$ cat src/rtl/thermPkg.sv
package thermPkg;
  localparam int NUM_BANKS = 4;
  localparam int BANK_W    = $clog2(NUM_BANKS);
  localparam int SEL_W     = 4;
  localparam int RAW_W     = 12;
  localparam int MEAS_W    = 16;
  localparam int ADDR_W    = 3;
  localparam int DATA_W    = 32;
  localparam int LVL_N     = 3;
  localparam int EN_LSB    = DATA_W - LVL_N;

  localparam int IDX_COLD = 0;
  localparam int IDX_MID  = 1;
  localparam int IDX_HOT  = 2;

  localparam logic [ADDR_W-1:0] ADDR_COLD = 3'd0;
  localparam logic [ADDR_W-1:0] ADDR_MID  = 3'd1;
  localparam logic [ADDR_W-1:0] ADDR_HOT  = 3'd2;
  localparam logic [ADDR_W-1:0] ADDR_EN   = 3'd3;
  localparam logic [ADDR_W-1:0] ADDR_STS  = 3'd4;
  localparam logic [ADDR_W-1:0] ADDR_SUM  = 3'd5;

  typedef enum logic [2:0] {
    RD_COLD = 3'd0,
    RD_MID  = 3'd1,
    RD_HOT  = 3'd2,
    RD_EN   = 3'd3,
    RD_STS  = 3'd4,
    RD_SUM  = 3'd5,
    RD_NONE = 3'd7
  } rdSel_e;

  typedef struct packed {
    logic [NUM_BANKS-1:0] wrCold;
    logic [NUM_BANKS-1:0] wrMid;
    logic [NUM_BANKS-1:0] wrHot;
    logic [NUM_BANKS-1:0] wrEn;
    logic [NUM_BANKS-1:0] clrSts;
    logic [NUM_BANKS-1:0] evalBank;
    logic                 rdStb;
    rdSel_e               rdSel;
    logic [BANK_W-1:0]    rdBank;
  } ctrlStb_t;
endpackage

$ cat src/rtl/thermCtrl.sv
module thermCtrl
  import thermPkg::*;
(
  input  logic              regWe,
  input  logic              regRe,
  input  logic [ADDR_W-1:0] regAddr,
  input  logic [SEL_W-1:0]  regBank,
  input  logic              measValid,
  input  logic [BANK_W-1:0] measBank,
  output ctrlStb_t          stb
);
  logic              bankOk;
  logic [BANK_W-1:0] bankIdx;
  logic              unusedSelBits;

  assign bankOk        = (regBank < SEL_W'(NUM_BANKS));
  assign bankIdx       = regBank[BANK_W-1:0];
  assign unusedSelBits = ^regBank;

  always_comb begin
    stb        = '0;
    stb.rdSel  = RD_NONE;
    stb.rdBank = bankIdx;
    stb.rdStb  = regRe;
    for (int b = 0; b < NUM_BANKS; b++) begin
      stb.wrCold[b]   = regWe && bankOk && (bankIdx == BANK_W'(b)) && (regAddr == ADDR_COLD);
      stb.wrMid[b]    = regWe && bankOk && (bankIdx == BANK_W'(b)) && (regAddr == ADDR_MID);
      stb.wrHot[b]    = regWe && bankOk && (bankIdx == BANK_W'(b)) && (regAddr == ADDR_HOT);
      stb.wrEn[b]     = regWe && bankOk && (bankIdx == BANK_W'(b)) && (regAddr == ADDR_EN);
      stb.clrSts[b]   = regRe && bankOk && (bankIdx == BANK_W'(b)) && (regAddr == ADDR_STS);
      stb.evalBank[b] = measValid && (measBank == BANK_W'(b));
    end
    case (regAddr)
      ADDR_COLD: if (bankOk) stb.rdSel = RD_COLD;
      ADDR_MID:  if (bankOk) stb.rdSel = RD_MID;
      ADDR_HOT:  if (bankOk) stb.rdSel = RD_HOT;
      ADDR_EN:   if (bankOk) stb.rdSel = RD_EN;
      ADDR_STS:  if (bankOk) stb.rdSel = RD_STS;
      ADDR_SUM:  stb.rdSel = RD_SUM;
      default:   stb.rdSel = RD_NONE;
    endcase
  end
endmodule

$ cat src/rtl/thermBankCmp.sv
module thermBankCmp
  import thermPkg::*;
(
  input  logic [RAW_W-1:0] raw,
  input  logic [RAW_W-1:0] thrCold,
  input  logic [RAW_W-1:0] thrMid,
  input  logic [RAW_W-1:0] thrHot,
  input  logic [LVL_N-1:0] lvlEn,
  output logic [LVL_N-1:0] hit
);
  // Raw code falls as temperature rises: hot/middle fire at or below, cold at or above.
  always_comb begin
    hit           = '0;
    hit[IDX_HOT]  = lvlEn[IDX_HOT]  && (raw <= thrHot);
    hit[IDX_MID]  = lvlEn[IDX_MID]  && (raw <= thrMid);
    hit[IDX_COLD] = lvlEn[IDX_COLD] && (raw >= thrCold);
  end
endmodule

$ cat src/rtl/thermDatapath.sv
module thermDatapath
  import thermPkg::*;
(
  input  logic                 clk,
  input  logic                 rstN,
  input  ctrlStb_t             stb,
  input  logic [DATA_W-1:0]    wdata,
  input  logic [MEAS_W-1:0]    measRaw,
  output logic [DATA_W-1:0]    rdata,
  output logic [NUM_BANKS-1:0] irqPendN,
  output logic                 resetReq
);
  logic [RAW_W-1:0] rawLo;
  logic             unusedHighBits;
  logic [NUM_BANKS-1:0][RAW_W-1:0] thrColdV;
  logic [NUM_BANKS-1:0][RAW_W-1:0] thrMidV;
  logic [NUM_BANKS-1:0][RAW_W-1:0] thrHotV;
  logic [NUM_BANKS-1:0][LVL_N-1:0] lvlEnV;
  logic [NUM_BANKS-1:0][LVL_N-1:0] stsV;
  logic [NUM_BANKS-1:0]            hotV;
  logic [DATA_W-1:0]               rdNext;

  assign rawLo          = measRaw[RAW_W-1:0];
  assign unusedHighBits = ^{measRaw[MEAS_W-1:RAW_W], wdata[EN_LSB-1:RAW_W]};

  for (genvar b = 0; b < NUM_BANKS; b++) begin : g_bank
    logic [RAW_W-1:0] thrColdQ;
    logic [RAW_W-1:0] thrMidQ;
    logic [RAW_W-1:0] thrHotQ;
    logic [LVL_N-1:0] lvlEnQ;
    logic [LVL_N-1:0] stsQ;
    logic [LVL_N-1:0] hitNow;

    thermBankCmp u_cmp (
      .raw     (rawLo),
      .thrCold (thrColdQ),
      .thrMid  (thrMidQ),
      .thrHot  (thrHotQ),
      .lvlEn   (lvlEnQ),
      .hit     (hitNow)
    );

    always_ff @(posedge clk or negedge rstN) begin
      if (!rstN) begin
        thrColdQ <= '1;
        thrMidQ  <= '0;
        thrHotQ  <= '0;
        lvlEnQ   <= '0;
        stsQ     <= '0;
      end else begin
        if (stb.wrCold[b]) thrColdQ <= wdata[RAW_W-1:0];
        if (stb.wrMid[b])  thrMidQ  <= wdata[RAW_W-1:0];
        if (stb.wrHot[b])  thrHotQ  <= wdata[RAW_W-1:0];
        if (stb.wrEn[b])   lvlEnQ   <= wdata[DATA_W-1:EN_LSB];
        // a new event wins over a clearing read in the same cycle
        stsQ <= (stb.clrSts[b] ? '0 : stsQ) | (stb.evalBank[b] ? hitNow : '0);
      end
    end

    assign thrColdV[b] = thrColdQ;
    assign thrMidV[b]  = thrMidQ;
    assign thrHotV[b]  = thrHotQ;
    assign lvlEnV[b]   = lvlEnQ;
    assign stsV[b]     = stsQ;
    assign irqPendN[b] = ~|stsQ;
    assign hotV[b]     = stsQ[IDX_HOT];
  end

  assign resetReq = |hotV;

  always_comb begin
    rdNext = '0;
    case (stb.rdSel)
      RD_COLD: rdNext = DATA_W'(thrColdV[stb.rdBank]);
      RD_MID:  rdNext = DATA_W'(thrMidV[stb.rdBank]);
      RD_HOT:  rdNext = DATA_W'(thrHotV[stb.rdBank]);
      RD_EN:   rdNext = {lvlEnV[stb.rdBank], {EN_LSB{1'b0}}};
      RD_STS:  rdNext = DATA_W'(stsV[stb.rdBank]);
      RD_SUM:  rdNext = DATA_W'(irqPendN);
      default: rdNext = '0;
    endcase
  end

  always_ff @(posedge clk or negedge rstN) begin
    if (!rstN)          rdata <= '0;
    else if (stb.rdStb) rdata <= rdNext;
  end
endmodule

$ cat src/rtl/thermProtect.sv
module thermProtect
  import thermPkg::*;
(
  input  logic                 clk,
  input  logic                 rstN,
  input  logic                 regWe,
  input  logic                 regRe,
  input  logic [ADDR_W-1:0]    regAddr,
  input  logic [SEL_W-1:0]     regBank,
  input  logic [DATA_W-1:0]    regWdata,
  output logic [DATA_W-1:0]    regRdata,
  input  logic                 measValid,
  input  logic [BANK_W-1:0]    measBank,
  input  logic [MEAS_W-1:0]    measRaw,
  output logic [NUM_BANKS-1:0] irqPendN,
  output logic                 resetReq
);
  ctrlStb_t stb;

  thermCtrl u_ctrl (
    .regWe     (regWe),
    .regRe     (regRe),
    .regAddr   (regAddr),
    .regBank   (regBank),
    .measValid (measValid),
    .measBank  (measBank),
    .stb       (stb)
  );

  thermDatapath u_dp (
    .clk      (clk),
    .rstN     (rstN),
    .stb      (stb),
    .wdata    (regWdata),
    .measRaw  (measRaw),
    .rdata    (regRdata),
    .irqPendN (irqPendN),
    .resetReq (resetReq)
  );
endmodule

$ cat config.mk
export PLATFORM = sky130hd
export DESIGN_NAME = thermProtect
export DESIGN_NICKNAME = d
export VERILOG_FILES = /design/src/rtl/thermPkg.sv /design/src/rtl/thermCtrl.sv /design/src/rtl/thermBankCmp.sv /design/src/rtl/thermDatapath.sv /design/src/rtl/thermProtect.sv
export SDC_FILE = /design/constraint.sdc
export NUM_CORES = 1
export LEC_CHECK = 0
export CAP_MARGIN = 30
export CORE_MARGIN = 2
export CORE_UTILIZATION = 45
export CTS_BUF_LIST = sky130_fd_sc_hd__clkbuf_4 sky130_fd_sc_hd__clkbuf_8 sky130_fd_sc_hd__clkbuf_16
export CTS_CLUSTER_DIAMETER = 150
export CTS_CLUSTER_SIZE = 8
export DETAILED_ROUTE_END_ITERATION = 8
export DONT_BUFFER_PORTS = 1
export GPL_TIMING_DRIVEN = 0
export PLACE_DENSITY = 0.64
export SETUP_SLACK_MARGIN = 0.2
export SYNTH_ARGS = -nofsm -noshare
export SYNTH_HDL_FRONTEND = slang
export SYNTH_SLANG_ARGS = --single-unit
export TNS_END_PERCENT = 20
$ cat constraint.sdc
create_clock -name clk -period 1.7 [get_ports clk]
set_input_delay 0.255 -clock clk [delete_from_list [all_inputs] [get_ports clk]]
set_output_delay 0.255 -clock clk [all_outputs]
set_load 0.005 [all_outputs]
==> flow_metrics.tcl, run 1 <==
set metrics [dict create \
    setup_slack_ns -0.358 \
    slew_headroom 0.474 \
    avgViaCountPerCell 5.95 \
    wl_mm 38.3 \
    peakVddDrop_mv 0.748 \
    fillCellCount 2338 \
    drv_slew 0 \
    vias 9129 \
    crit_chain "ha_4 > nand2b_4 > a21oi_4 > o21ai_2 > a221o_2 > a221o_1" \
    synth_area_sq_um 12200 \
    drt_pre_antenna_iters 5 \
    mostFrequentLayoutCells "inv_1 (140), dfrtp_1 (133), mux2_2 (122)" \
    slowest_stage "dfstp_2" \
    async_flop_share 1.00 \
    fin_nets 1386 \
    reg2reg_slack_ns -0.36 \
    cts_tree "built" \
    insertion_delay_ns 0.45 \
    die_w_um 169 \
    die_h_um 169 \
    finalHoldViolCount 183 \
    mostFrequentLayoutCell "inv_1" \
    ant_nets 0 \
    synth_cells 1110 \
    final.period_utilization 1.21 \
    syn_area_per_cell_sq_um 11.0 \
    start_util 0.456 \
    holdWs_ns -0.481 \
    synthFlopType "dfrtp_1" \
    hold_path.class "primary input to async pin" \
    die_area_sq_um 28600 \
    power_mw 12.1 \
    cap_violations 0 \
    grt_antenna_before_repair 0 \
    yosysSeqAreaShare 0.379 \
    wl_per_cell_um 24.9 \
    end_kind "register" \
    drive_gt1_frac 0.364 \
    cts-root-buf "clkbuf_16" \
    violations "negative hold slack, negative setup slack" \
    yosys_warnings 0 \
    fmax_mhz 486 \
    cts_sinks 183 \
    drc 0 \
    grt.total_usage 0.275 \
    post-dp-hpwl_mm 27.2 \
    cp_top_family "compound AO/OA/AOI/OAI gates" \
    cts_hold_buf 15 \
    r2r_start "u_dp.g_bank[1].thrColdQ[0]" \
    p_per_area_nw_per_um2 845 \
    cp.arrival_ns 2.39 \
    grt.overflow.total 0 \
    htree_levels 4 \
    worstPathRequired_ns 2.03 \
    worst_slew_pin_slew_ns 0.789 \
    grt_pass1_wl_mm 57.4 \
    area_growth_syn_to_layout_pct 17.2 \
    status "finished, violations left" \
    core_sq_um 26900 \
    synth-edff-count 0 \
    row_count 60 \
    grt_setup_unrepaired "true" \
    critPathMaxStageDelay_ns 0.56 \
    grt_max_degree 184 \
    clockBufferDepth 2 \
    synth_cell_types 66 \
    clk_pin_slew_ns 0.08 \
    leakagePower_nw 6.42 \
    crit_type "register to register" \
    gp_congestion 0.971 \
    diodes 0 \
    drtIter0Drc 857 \
    setup-violations-final 5 \
    final.min_clock_period_ns 2.06 \
    path_buf_inv 0 \
    synth_seq_cells 183 \
    grt_pass1_vias 9165 \
    cp_max_fo 2 \
    r2r_end "u_dp.g_bank[1].stsQ[0]" \
    portBuffers 0 \
    rr_worst_depth 6 \
    worstSetupStartpointType "register" \
    cts_made_buffers 17 \
    io_pins 99 \
    dpl_worst_slack_ns -0.676 \
    worst_clock_skew_ns 0.0109 \
]
[sequential cells by signal (all words and copies together) (netlist names)]
signal,cells
u_dp.g_bank.thrColdQ,48
u_dp.g_bank.stsQ,12
u_dp.g_bank.lvlEnQ,12
u_dp.g_bank.thrMidQ,48
u_dp.rdata,15
u_dp.g_bank.thrHotQ,48
[worst max path at each step]
stage	slack (ns)	start	cells after the start	end
finish	-0.36	u_dp.g_bank[1].thrColdQ[0]	6	u_dp.g_bank[1].stsQ[0]
global route	-0.40	u_dp.g_bank[1].thrColdQ[0]	6	u_dp.g_bank[1].stsQ[0]
CTS	-0.36	u_dp.g_bank[1].thrColdQ[0]	6	u_dp.g_bank[1].stsQ[0]
detailed placement	-0.68	measRaw[0]	7	u_dp.g_bank[1].stsQ[0]
global placement	-0.67	measRaw[0]	7	u_dp.g_bank[1].stsQ[0]
floorplan	-0.09	u_dp.g_bank[1].thrColdQ[5]	6	u_dp.g_bank[1].stsQ[0]
[synthesized netlist by cell type, types with 3 or more instances]
library cell	count	area, sq um
clkbuf_1	15	56.3
and3_1	11	68.8
buf_6	12	135
buf_2	7	35.0
mux4_2	35	788
a211oi_1	3	22.5
nor3_1	7	35.0
a2111oi_0	3	26.3
o211ai_1	3	22.5
clkbuf_2	3	15.0
nor2b_1	10	62.6
a32o_1	4	40.0
nand2b_1	4	25.0
nand2_2	7	43.8
dfstp_2	48	1260
nor3b_4	4	75.1
and2_1	3	18.8
buf_4	26	195
o22ai_1	16	100
nand3_1	14	70.1
inv_1	157	589
mux4_1	7	184
ha_1	144	1800
a21o_1	37	278
o31ai_1	4	30.0
a31oi_1	4	25.0
o21bai_1	3	22.5
a2bb2oi_1	3	26.3
nand2_1	68	255
mux2_1	3	33.8
nand4_1	27	169
a22oi_1	6	45.0
a21oi_1	40	200
o21ai_0	48	240
dfrtp_1	135	3380
mux2_2	122	1370
nor2_1	26	97.6
[logic make-up after synthesis]
family                   count (synthesis)  synth area share
AO/OA/AOI/OAI                          193             0.102
adder cells (fa/ha/maj)                144             0.147
buffers and inverters                  223            0.0868
flip-flops                             183             0.379
multiplexers                           169             0.196
other                                    1          0.000306
AND/OR/NAND/NOR                        197            0.0889
[layout make-up]
| type | instances | area (sq um) | share of cell area |
|---|---|---|---|
| buffer | 66 | 498 | 0.0347 |
| clock buffer | 19 | 464 | 0.0323 |
| clock inverter | 13 | 150 | 0.0105 |
| inverter | 157 | 593 | 0.0413 |
| multi-input combinational | 720 | 7280 | 0.507 |
| sequential | 183 | 4640 | 0.323 |
| tap | 341 | 427 | 0.0297 |
| timing repair buffer | 35 | 300 | 0.0209 |
[metrics by stage]
| step | instance area (sq um) | instances | util | setup TNS (ns) |
|---|---|---|---|---|
| 2_1_floorplan | 12400 | 1126 | - | -0.0908 |
| 3_3_place_gp | 12800 | 1467 | 0.477 | -20.73 |
| 3_5_place_dp | 12800 | 1467 | 0.477 | -22.41 |
| 4_1_cts | 14000 | 1518 | 0.520 | -0.582 |
| 5_1_grt | 14400 | 1534 | 0.534 | -0.845 |
| 6_report | 14400 | 1534 | 0.534 | -0.649 |
[power by group]
group / switching [mW] / total, mW / internal [mW]
logic: 1.39 / 2.74 / 1.34
clock network: 1.97 / 4.19 / 2.22
registers: 0.358 / 5.20 / 4.84
[timing repair]
item	CTS	global route
setup endpoints to repair	60	57
gates resized for setup	78	51
cloned	0	0
pin swaps	48	43
buffers inserted	4	16
hold endpoints to repair	219	183
[metal layers]
metal,global-route usage,share of wire,vias up,wire (um)
met3,0.0713,0.076,90,2920
li1,-,-,4085,-
met1,0.370,0.43,4574,16600
met4,0.129,0.055,2,2100
met5,0.0157,0.0014,-,55
met2,0.415,0.43,378,16600
[worst register-to-register path, delay by kind of cell (launching register included)]
kind            cells  cell delay (ns)
compound gates      4             1.05
fa+ha+maj           1             0.19
flops               1             0.56
simple gates        1             0.14
Power figures use the tool's default switching activity.
==> inputs of run 2 (changes only) <==
--- a/config.mk
+++ b/config.mk
@@ -14,7 +14,9 @@
 export DETAILED_ROUTE_END_ITERATION = 8
 export DONT_BUFFER_PORTS = 1
 export GPL_TIMING_DRIVEN = 0
-export PLACE_DENSITY = 0.64
+export HOLD_SLACK_MARGIN = 0.1
+export MAX_ROUTING_LAYER = met4
+export PLACE_DENSITY = 0.65
 export SETUP_SLACK_MARGIN = 0.2
 export SYNTH_ARGS = -nofsm -noshare
 export SYNTH_HDL_FRONTEND = slang
==> run 2 against run 1 <==
Against the previous run:
- the flow still finishes with violations (negative hold slack, negative setup slack)
- power hardly changed
- combinational power is 2% lower
- flip-flop and latch count stayed put
- non-clock buffer count is 2 lower
- register-to-register slack hardly changed
- routed wire length is 0.76% higher
- cell count is 0.13% lower
==> flow_metrics.tcl, run 2 (synthesized netlist as in run 1, its figures left out) <==
set metrics [dict create \
    vias 9227 \
    cts_sinks 183 \
    final_cells 1532 \
    grt.total_usage 0.285 \
    slew_headroom 0.478 \
    portBuffers 0 \
    drv_slew 0 \
    fin_nets 1384 \
    cts_hold_buf 17 \
    diodes 0 \
    violations "negative hold slack, negative setup slack" \
    dp.cells 1467 \
    hold_path.class "primary input to async pin" \
    leakagePower_nw 6.42 \
    setup-violations-final 5 \
    worst_clock_skew_ns 0.0126 \
    grt_pass1_wl_mm 57.8 \
    switchingPower_mw 3.69 \
    final.period_utilization 1.21 \
    worstPathRequired_ns 2.02 \
    peakVddDrop_mv 0.624 \
    crit_type "register to register" \
    cp.arrival_ns 2.38 \
    mostFrequentLayoutCells "inv_1 (136), dfrtp_1 (135), mux2_2 (122)" \
    die_area_sq_um 28600 \
    grt_max_degree 184 \
    final.min_clock_period_ns 2.06 \
    drc 0 \
    htree_levels 4 \
    pwr-share-clk 0.348 \
    area_growth_syn_to_layout_pct 17.0 \
    cap_violations 0 \
    clk_pin_slew_ns 0.07 \
    status "finished, violations left" \
    finalSetupTns_ns -0.636 \
    fmax_mhz 485 \
    worstSetupStartpointType "register" \
    drtIter0Drc 994 \
    end_kind "register" \
    cp_max_fo 3 \
    core_sq_um 26900 \
    power_frac_comb 0.222 \
    start_util 0.456 \
    die_h_um 169 \
    worst_slew_pin_slew_ns 0.784 \
    die_w_um 169 \
    wl_per_cell_um 25.2 \
    grt_antenna_before_repair 0 \
    reg_top3 "u_dp.g_bank.thrColdQ: 48 flops, u_dp.g_bank.thrHotQ: 48 flops, u_dp.g_bank.thrMidQ: 48 flops" \
    drt_pre_antenna_iters 7 \
    r2r_start "u_dp.g_bank[1].thrColdQ[3]" \
    drive_gt1_frac 0.364 \
    avgViaCountPerCell 6.02 \
    switching_share 0.304 \
    clockBufferDepth 2 \
    gp_congestion 0.997 \
    sequentialPowerShare 0.430 \
    row_count 60 \
    cp-startpoint "u_dp.g_bank[1].thrColdQ[3]" \
    post-dp-hpwl_mm 27.6 \
    cts-root-buf "clkbuf_16" \
    wl_mm 38.6 \
    p_per_area_nw_per_um2 846 \
    grt_setup_unrepaired "true" \
    holdWs_ns -0.467 \
    grt_pass1_vias 9282 \
    setup_slack_ns -0.362 \
    mostFrequentLayoutCell "inv_1" \
    cts_tree "built" \
    finalHoldViolCount 183 \
    cts_made_buffers 17 \
    io_pins 99 \
    insertion_delay_ns 0.44 \
    grt.overflow.total 0 \
    ant_nets 0 \
    p_int_mw 8.43 \
]
-- run 2: cell count changes in the layout (fill, tap and decap cells not counted), sizes merged --
cell	before	now
dlygate4sd3	15	17
inv	164	166
clkbuf	38	39
buf	67	62
clkinv	4	2
-- run 2: path summary, 6_finish.rpt --
path / endpoint / slack [ns] / depth (start not counted)
hold / removal: u_dp.g_bank[2].thrHotQ[10] / -0.47 / 0
max in group asynchronous: u_dp.g_bank[3].thrColdQ[2] / 1.82 / 0
hold reg to reg: u_dp.g_bank[3].thrColdQ[1] / 0.52 / 2
setup reg to reg: u_dp.g_bank[1].stsQ[0] / -0.36 / 6
setup / recovery: u_dp.g_bank[1].stsQ[0] / -0.36 / 6
min in group clk: u_dp.g_bank[2].stsQ[1] / 0.14 / 4
-- run 2: per-stage QoR --
stage / power, mW / setup slack (ns) / util / area, sq um
global placement: 7.41 / -0.706 / 0.477 / 12800
floorplan: 6.80 / -0.0908 / - / 12400
CTS: 12.0 / -0.361 / 0.521 / 14000
detailed placement: 7.51 / -0.678 / 0.477 / 12800
finish: 12.1 / -0.362 / 0.533 / 14300
global route: 12.6 / -0.415 / 0.533 / 14300
-- run 2: final cells by class --
type	count	area [sq um]
Tap cell	341	427
Clock buffer	19	475
Buffer	66	493
Fill cell	2347	12500
Clock inverter	13	145
Timing Repair Buffer	33	298
Sequential cell	183	4640
Multi-Input combinational cell	720	7260
Inverter	157	593
-- run 2: power by group through the flow --
stage / clock network (mW) / logic (mW) / registers (mW)
after floorplan: 0 / 1.69 / 5.11
after global placement: 0 / 2.19 / 5.22
after detailed placement: 0 / 2.26 / 5.25
after CTS: 4.30 / 2.51 / 5.18
after global routing: 4.45 / 2.95 / 5.25
final: 4.22 / 2.68 / 5.21
-- run 2: per-layer routing --
metal	global-route usage	up-vias	share of wire	routed length [um]
li1	-	4067	-	-
met5	-	-	0	0
met4	0.131	0	0.050	1920
met1	0.387	4670	0.44	16900
met3	0.0650	76	0.083	3190
met2	0.408	414	0.43	16500
-- run 2: timing repair --
action,in CTS,in global routing
endpoints found under the setup margin,63,60
buffers inserted,7,9
pin swaps,51,43
hold endpoints to repair,222,183
cloned,0,0
resized for setup,81,48
-- run 2: critical path: stages (launching register included) --
cell	delay (ns)
dfstp_2	0.55
inv_1	0.04
ha_1	0.30
a21oi_2	0.20
o21ai_4	0.10
a221o_2	0.44
a221o_1	0.32
